$ cat config.mk
export PLATFORM = sky130hd
export DESIGN_NAME = sync_serial_port
export DESIGN_NICKNAME = d
export VERILOG_FILES = /design/src/rtl/ssp_pkg.sv /design/src/rtl/ssp_brg.sv /design/src/rtl/ssp_edge_sync.sv /design/src/rtl/sync_serial_port.sv
export SDC_FILE = /design/constraint.sdc
export NUM_CORES = 1
export LEC_CHECK = 0
export BUFFER_PORTS_ARGS = -buffer_cell sky130_fd_sc_hd__buf_4
export CORE_MARGIN = 4
export CORE_UTILIZATION = 25
export CTS_BUF_LIST = sky130_fd_sc_hd__clkbuf_8
export CTS_CLUSTER_SIZE = 20
export DETAILED_ROUTE_END_ITERATION = 8
export PLACE_DENSITY_LB_ADDON = 0.25
export SLEW_MARGIN = 0
export SYNTH_ARGS = -nofsm -noshare
export SYNTH_HDL_FRONTEND = slang
export SYNTH_HIERARCHICAL = 1
export SYNTH_SLANG_ARGS = --single-unit
$ cat constraint.sdc
create_clock -name clk -period 3.6 [get_ports clk]
set_input_delay 0.9 -clock clk [delete_from_list [all_inputs] [get_ports clk]]
set_output_delay 0.9 -clock clk [all_outputs]
set_load 0.02 [all_outputs]
$ cat src/rtl/ssp_pkg.sv
package ssp_pkg;
    localparam int FRAME_BITS = 8;
    localparam int CNT_W      = $clog2(FRAME_BITS);

    typedef struct packed {
        logic [FRAME_BITS-1:0] tbuf;
        logic                  tfull;
        logic [FRAME_BITS-1:0] tsh;
        logic [FRAME_BITS-1:0] rsh;
        logic [CNT_W-1:0]      bitcnt;
        logic                  busy;
        logic                  sclk;
        logic                  txd;
        logic [FRAME_BITS-1:0] rbuf;
        logic                  rfull;
        logic                  ovr;
        logic                  rts;
        logic                  tirq;
        logic                  rirq;
    } ssp_state_t;

    localparam ssp_state_t SSP_RST = '{sclk: 1'b1, txd: 1'b1, default: '0};
endpackage

$ cat src/rtl/ssp_brg.sv
module ssp_brg #(
    parameter int BRG_W = 8,
    parameter int PRE_W = 4
) (
    input  logic             clk,
    input  logic             rst_n,
    input  logic             run,
    input  logic [BRG_W-1:0] brg,
    input  logic [PRE_W-1:0] pre,
    output logic             half_tick
);
    localparam int PRE_SPAN = (1 << PRE_W) - 1;

    typedef struct packed {
        logic [PRE_SPAN-1:0] pre_cnt;
        logic [BRG_W-1:0]    div;
    } brg_state_t;

    brg_state_t s_d, s_q;
    logic [PRE_SPAN-1:0] mask;
    logic                src_tick;

    always_comb begin
        mask      = (PRE_SPAN'(1) << pre) - PRE_SPAN'(1);
        src_tick  = ((s_q.pre_cnt & mask) == mask);
        half_tick = run && src_tick && (s_q.div == brg);
        s_d       = s_q;
        if (!run) begin
            s_d = '0;
        end else begin
            s_d.pre_cnt = s_q.pre_cnt + PRE_SPAN'(1);
            if (src_tick)
                s_d.div = (s_q.div == brg) ? '0 : s_q.div + BRG_W'(1);
        end
    end

    always_ff @(posedge clk or negedge rst_n) begin
        if (!rst_n) s_q <= '0;
        else        s_q <= s_d;
    end

    // the divider never passes the programmed value during a frame
    p_div_bound_r2: assert property (@(posedge clk) disable iff (!rst_n)
        run |-> (s_q.div <= brg));
endmodule

$ cat src/rtl/ssp_edge_sync.sv
module ssp_edge_sync (
    input  logic clk,
    input  logic rst_n,
    input  logic sclk_in,
    input  logic rxd_in,
    output logic rise,
    output logic fall,
    output logic rxd_s
);
    typedef struct packed {
        logic [2:0] ck;
        logic [1:0] dt;
    } sync_state_t;

    sync_state_t s_d, s_q;

    always_comb begin
        s_d.ck = {s_q.ck[1:0], sclk_in};
        s_d.dt = {s_q.dt[0], rxd_in};
        rise   = s_q.ck[1] && !s_q.ck[2];
        fall   = !s_q.ck[1] && s_q.ck[2];
        rxd_s  = s_q.dt[1];
    end

    always_ff @(posedge clk or negedge rst_n) begin
        if (!rst_n) s_q <= '{ck: 3'b111, dt: 2'b11};
        else        s_q <= s_d;
    end
endmodule

$ cat src/rtl/sync_serial_port.sv
module sync_serial_port
    import ssp_pkg::*;
#(
    parameter int BRG_W = 8,
    parameter int PRE_W = 4
) (
    input  logic             clk,
    input  logic             rst_n,
    input  logic             cfg_tx_en,
    input  logic             cfg_rx_en,
    input  logic             cfg_ext_clk,
    input  logic [BRG_W-1:0] cfg_brg,
    input  logic [PRE_W-1:0] cfg_pre,
    input  logic             host_wr,
    input  logic [7:0]       host_wdata,
    input  logic             host_rd,
    output logic [7:0]       host_rdata,
    output logic             host_rovr,
    output logic             stat_tbuf_empty,
    output logic             stat_tx_idle,
    output logic             stat_rx_full,
    output logic             irq_tx,
    output logic             irq_rx,
    input  logic             ack_tx,
    input  logic             ack_rx,
    input  logic             ser_clk_in,
    output logic             ser_clk_out,
    input  logic             ser_rxd,
    output logic             ser_txd,
    input  logic             cts_n,
    output logic             rts
);
    ssp_state_t s_d, s_q;
    logic half_tick, ext_rise, ext_fall, rxd_sync;
    logic fall_ev, rise_ev, done_ev, commit, start, rxd_use;

    ssp_brg #(.BRG_W(BRG_W), .PRE_W(PRE_W)) u_brg (
        .clk(clk), .rst_n(rst_n), .run(s_q.busy && !cfg_ext_clk),
        .brg(cfg_brg), .pre(cfg_pre), .half_tick(half_tick));

    ssp_edge_sync u_sync (
        .clk(clk), .rst_n(rst_n), .sclk_in(ser_clk_in), .rxd_in(ser_rxd),
        .rise(ext_rise), .fall(ext_fall), .rxd_s(rxd_sync));

    always_comb begin
        fall_ev = s_q.busy && (cfg_ext_clk ? ext_fall : (half_tick && s_q.sclk));
        rise_ev = s_q.busy && (cfg_ext_clk ? ext_rise : (half_tick && !s_q.sclk));
        rxd_use = cfg_ext_clk ? rxd_sync : ser_rxd;
        done_ev = rise_ev && (s_q.bitcnt == CNT_W'(FRAME_BITS - 1));
        commit  = done_ev && cfg_rx_en;
        start   = !s_q.busy && s_q.tfull && cfg_tx_en && !cts_n;

        s_d = s_q;
        if (ack_tx) s_d.tirq = 1'b0;
        if (ack_rx) s_d.rirq = 1'b0;

        if (start) begin
            s_d.busy   = 1'b1;
            s_d.tsh    = s_q.tbuf;
            s_d.tfull  = 1'b0;
            s_d.bitcnt = '0;
            s_d.tirq   = 1'b1;
        end
        if (fall_ev) begin
            if (!cfg_ext_clk) s_d.sclk = 1'b0;
            s_d.txd = s_q.tsh[0];
            s_d.tsh = s_q.tsh >> 1;
        end
        if (rise_ev) begin
            if (!cfg_ext_clk) s_d.sclk = 1'b1;
            s_d.rsh    = {rxd_use, s_q.rsh[FRAME_BITS-1:1]};
            s_d.bitcnt = s_q.bitcnt + CNT_W'(1);
            if (done_ev) begin
                s_d.busy   = 1'b0;
                s_d.txd    = 1'b1;
                s_d.bitcnt = '0;
            end
        end

        if (host_wr) begin
            s_d.tbuf  = host_wdata;
            s_d.tfull = 1'b1;
        end

        if (commit) begin
            s_d.rbuf  = {rxd_use, s_q.rsh[FRAME_BITS-1:1]};
            s_d.ovr   = s_q.rfull && !host_rd;
            s_d.rfull = 1'b1;
            s_d.rts   = 1'b1;
            s_d.rirq  = 1'b1;
        end else if (host_rd) begin
            s_d.rfull = 1'b0;
            s_d.ovr   = 1'b0;
            s_d.rts   = 1'b0;
        end
    end

    always_ff @(posedge clk or negedge rst_n) begin
        if (!rst_n) s_q <= SSP_RST;
        else        s_q <= s_d;
    end

    assign host_rdata      = s_q.rbuf;
    assign host_rovr       = s_q.ovr;
    assign stat_tbuf_empty = !s_q.tfull;
    assign stat_tx_idle    = !s_q.tfull && !s_q.busy;
    assign stat_rx_full    = s_q.rfull;
    assign irq_tx          = s_q.tirq;
    assign irq_rx          = s_q.rirq;
    assign ser_clk_out     = s_q.sclk;
    assign ser_txd         = s_q.txd;
    assign rts             = s_q.rts;

    // no transfer clock activity outside a frame
    p_clk_idle_high_r2: assert property (@(posedge clk) disable iff (!rst_n)
        !s_q.busy |-> s_q.sclk);
    // every frame start raises the transmit request
    p_start_sets_irq_r4: assert property (@(posedge clk) disable iff (!rst_n)
        $rose(s_q.busy) |-> s_q.tirq);
    // serial output moves only on a falling edge or at frame end
    p_txd_on_edges_r3: assert property (@(posedge clk) disable iff (!rst_n)
        (!fall_ev && !done_ev) |=> $stable(s_q.txd));
    // a full receive buffer always holds rts high
    p_rts_with_full_r7: assert property (@(posedge clk) disable iff (!rst_n)
        s_q.rfull |-> s_q.rts);
    // a read without a coincident arrival empties the buffer
    p_read_clears_r8: assert property (@(posedge clk) disable iff (!rst_n)
        (host_rd && !commit) |=> !stat_rx_full);
    // overrun only appears on top of an unread buffer
    p_ovr_needs_full_r9: assert property (@(posedge clk) disable iff (!rst_n)
        $rose(s_q.ovr) |-> $past(s_q.rfull));
endmodule

==> load_flow_metrics.sql <==
INSERT INTO impl_metrics (metric_group, metric, value, unit) VALUES
('synth', 'yosys-top-cells-area', 'dfrtp_1, mux2_4, mux2_2', ''),
('clock_tree', 'cts_tree', 'done', ''),
('detailed_routing', 'drt.antenna.violating_nets', '0', ''),
('timing', 'number_of_setup_violations_in_the_final_report', '0', ''),
('critical_path', 'worstSetupStartpointType', 'input port', ''),
('synth', 'syn-num-nets', '359', ''),
('detailed_routing', 'route.detailed.drc', '0', ''),
('critical_path', 'crit_type', 'in2reg', ''),
('pwr', 'ir_worst_vdd', '0.000160', 'V'),
('critical_path', 'critical_path_fanout_max', '7', ''),
('synth', 'synth_seq_cells', '70', ''),
('critical_path', 'crit_required', '3.82', 'ns'),
('flow_run', 'count_of_maximum_capacitance_violations', '0', ''),
('critical_path', 'data_arrival_time_of_the_critical_path', '3.54', 'ns'),
('timing', 'rsz0062_at_grt', 'no', ''),
('global_route', 'number_of_antenna_violations_at_the_first_check_in_global_routing', '0', ''),
('timing', 'finalCritPeriodShare', '0.922', ''),
('synth', 'synth_top_area_frac', '0.426', ''),
('global_route', 'grt_first_pass_wirelength', '13.1', 'mm'),
('timing', 'slew-limit-headroom', '0.397', ''),
('synth', 'ys_warn_count', '6', ''),
('layout', 'layout-area-overhead-vs-synth', '21.3', '%'),
('detailed_routing', 'post_drt_via_cell_ratio', '4.56', ''),
('clock_tree', 'postCtsHoldBufs', '0', ''),
('placed_design', 'dp.final_hpwl', '5.39', 'mm'),
('timing', 'final.min_clock_period', '3.32', 'ns'),
('layout', 'drive_gt1_frac', '0.374', ''),
('layout', 'postLayoutCoreUtil', '0.309', ''),
('pwr', 'powerDensity', '493', 'mW/mm²'),
('clock_tree', 'cts_sinks', '70', ''),
('floorplan', 'die_h', '130', 'µm'),
('status', 'outcome', 'finished, final reports clean', ''),
('placed_design', 'gp_congestion', '0.781', ''),
('clock_tree', 'clk_pin_slew', '0.07', 'ns'),
('synth', 'synthesis.area_per_instance', '11.5', 'µm²'),
('clock_tree', 'cts_htree_levels', '3', ''),
('global_route', 'first_global_vias', '2643', ''),
('timing', 'setup_ws', '0.279', 'ns'),
('critical_path', 'setup.worst_path.end_class', 'flop', ''),
('placed_design', 'placement.io_buffers', '48', ''),
('clock_tree', 'post-cts-setup-buffers', '0', ''),
('timing', 'worst-slew-pin-transition', '0.905', 'ns'),
('timing', 'final_max_slew_viol_count', '0', ''),
('timing', 'count_of_endpoints_failing_hold_in_the_final_timing_report', '0', ''),
('layout', 'finalNetCount', '409', ''),
('placed_design', 'place_ws', '-0.0887', 'ns'),
('synth', 'synth_enable_flop_cells', '0', ''),
('detailed_routing', 'initialDrtViolationCount', '100', ''),
('layout', 'finalNonFillerCells', '561', ''),
('clock_tree', 'clock_latency_on_the_worst_skew_pair', '0.34', 'ns'),
('global_route', 'grt_usage', '0.0967', ''),
('critical_path', 'r2r-start', 'u_brg/s_q[17]', ''),
('floorplan', 'core_area', '0.0145', 'mm²'),
('synth', 'synthesis.area', '0.00370', 'mm²'),
('clock_tree', 'clock-root-buffer', 'clkbuf_8', ''),
('synth', 'synthArstFlopShare', '1.00', ''),
('detailed_routing', 'drt_first_pass_iters', '4', ''),
('placed_design', 'placed_cells_incl_taps', '545', ''),
('synth', 'synthDominantAreaCellType', 'dfrtp_1', ''),
('detailed_routing', 'totalWireLength', '7.66', 'mm'),
('synth', 'most_common_flop_cell_mapped_by_yosys', 'dfrtp_1', ''),
('clock_tree', 'tritoncts.num_buffers', '9', ''),
('pwr', 'total_leakage_power', '2.01', 'nW'),
('detailed_routing', 'dr_total_vias', '2560', ''),
('critical_path', 'timing.critical_path.from', 'cfg_pre[2]', ''),
('synth', 'synthesis.instances', '322', ''),
('synth', 'synth-seq-area-share', '0.475', ''),
('timing', 'skew', '0.0135', 'ns'),
('clock_tree', 'resize_count_post_cts', '0', ''),
('global_route', 'grt_remaining_overflow', '0', ''),
('clock_tree', 'clock_path_buffers', '2', ''),
('floorplan', 'floorplan.initialDensity', '0.255', ''),
('floorplan', 'placement_rows', '44', ''),
('timing', 'maximum_clock_rate', '301', 'MHz'),
('min_path', 'hold_path.startpoint', 'u_sync/s_d[3]', ''),
('floorplan', 'io_pins', '49', ''),
('floorplan', 'die_area', '0.0168', 'mm²'),
('detailed_routing', 'wl_per_cell', '13.6', 'µm'),
('layout', 'insertedDiodeCount', '0', ''),
('floorplan', 'die_width', '130', 'µm'),
('global_route', 'grt_start_max_net_pins', '71', ''),
('synth', 'ys_types', '62', ''),
('min_path', 'hp-class', 'reg2reg', '');
## synthesized netlist by cell type, types with 2 or more instances
library cell / count
nor2_1: 23
xor2_1: 6
nand3_1: 14
nand2b_1: 2
nand2_1: 13
inv_1: 8
and3_1: 7
nor4_1: 3
a21o_1: 2
o21ai_0: 11
clkbuf_1: 4
mux2_2: 19
buf_6: 7
ha_1: 5
nand4_1: 3
xnor2_1: 14
o22ai_1: 2
o21ai_1: 5
o32ai_1: 2
o31ai_1: 2
buf_4: 9
buf_2: 4
dfrtp_1: 63
o211ai_1: 3
or3_1: 4
and2_1: 3
o311ai_1: 4
nor2b_1: 3
mux2_4: 18
dfstp_2: 7
a21oi_1: 10
nor3_1: 6
nand3b_1: 5
and4bb_2: 2
o21a_1: 2
## logic make-up (layout without fill, tap and decap cells)
logic type      after synthesis  after routing  synth area share
compound gates               51             51            0.0950
xor+xnor                     20             20            0.0473
fa+ha+maj                     5              5            0.0169
buf+inv                      34             89            0.0591
flops                        70             70             0.475
mux                          39             39             0.137
simple gates                103            103             0.170
## flip-flops by register name, summed over array words and instances (netlist names), named ones only
name          count
host_rdata        8
u_sync/s_d        3
ser_txd           1
u_sync/s_q        1
u_sync/rxd_s      1
s_q              28
irq_rx            1
u_brg/s_q        23
stat_rx_full      1
irq_tx            1
host_rovr         1
## power by group
group	switching, mW	internal, mW	leakage [nW]
sequential	0.100	0.918	0.899
combinational	0.183	0.255	0.990
clock	0.299	0.458	0.121
## worst max-delay path: stages
cell       delay [ns]
buf_4            0.12
nor2_4           0.12
nand3_2          0.07
ha_2             0.31
o22ai_1          0.08
a311oi_1         0.40
nand4b_2         0.20
nor4_4           0.33
buf_4            0.19
nand4bb_4        0.12
a21o_1           0.35
mux2_4           0.34
## path summary, 6_finish.rpt
check                                endpoint  slack, ns  cells past startpoint
worst min register to register  u_sync/s_d[4]       0.36                      0
min in group asynchronous        u_brg/s_q[3]       0.67                      1
worst max-delay path            host_rdata[1]       0.28                     12
worst min-delay path            u_sync/s_d[4]       0.36                      0
max in group asynchronous        stat_rx_full       2.32                      1
worst max register to register  host_rdata[1]       1.00                      8
## per-stage QoR
step / power [mW] / instance area [µm²] / setup TNS, ns / hold WS (ns)
after detailed placement: 1.48 / 4250 / -0.581 / 0.347
after global routing: 2.35 / 4490 / 0 / 0.359
after floorplan: 1.35 / 3740 / 0 / 0.345
after CTS: 2.26 / 4490 / 0 / 0.359
final: 2.21 / 4490 / 0 / 0.357
after global placement: 1.47 / 4250 / -0.0390 / 0.346
## placed cells by master, fill, tap and decap left out, types with 6 or more instances in the layout
cell / synthesis / layout
nand3_1: 14 / 13
mux2_4: 18 / 18
mux2_2: 19 / 19
xor2_1: 6 / 6
buf_4: 9 / 63
dfrtp_1: 63 / 63
xnor2_1: 14 / 14
inv_1: 8 / 9
a21oi_1: 10 / 10
o21ai_0: 11 / 11
clkbuf_8: 0 / 9
nand2_1: 13 / 13
dfstp_2: 7 / 7
nor2_1: 23 / 23
and3_1: 7 / 7
nor3_1: 6 / 6
## final cells by class
cell class | instances | area (µm²)
clock buffers | 9 | 124
clock inverters | 7 | 115
fillers | 1528 | 10000
inverters | 10 | 37.5
multi-input cells | 218 | 1750
flip-flops and latches | 70 | 1760
well taps | 184 | 230
repair buffers | 63 | 473
## metal layers
metal / wire length [µm] / GRT usage
met4: 92 / 0.0312
met5: 0 / 0
met3: 352 / 0.0307
met1: 3740 / 0.133
met2: 3470 / 0.145
Power figures use the tool's default switching activity.
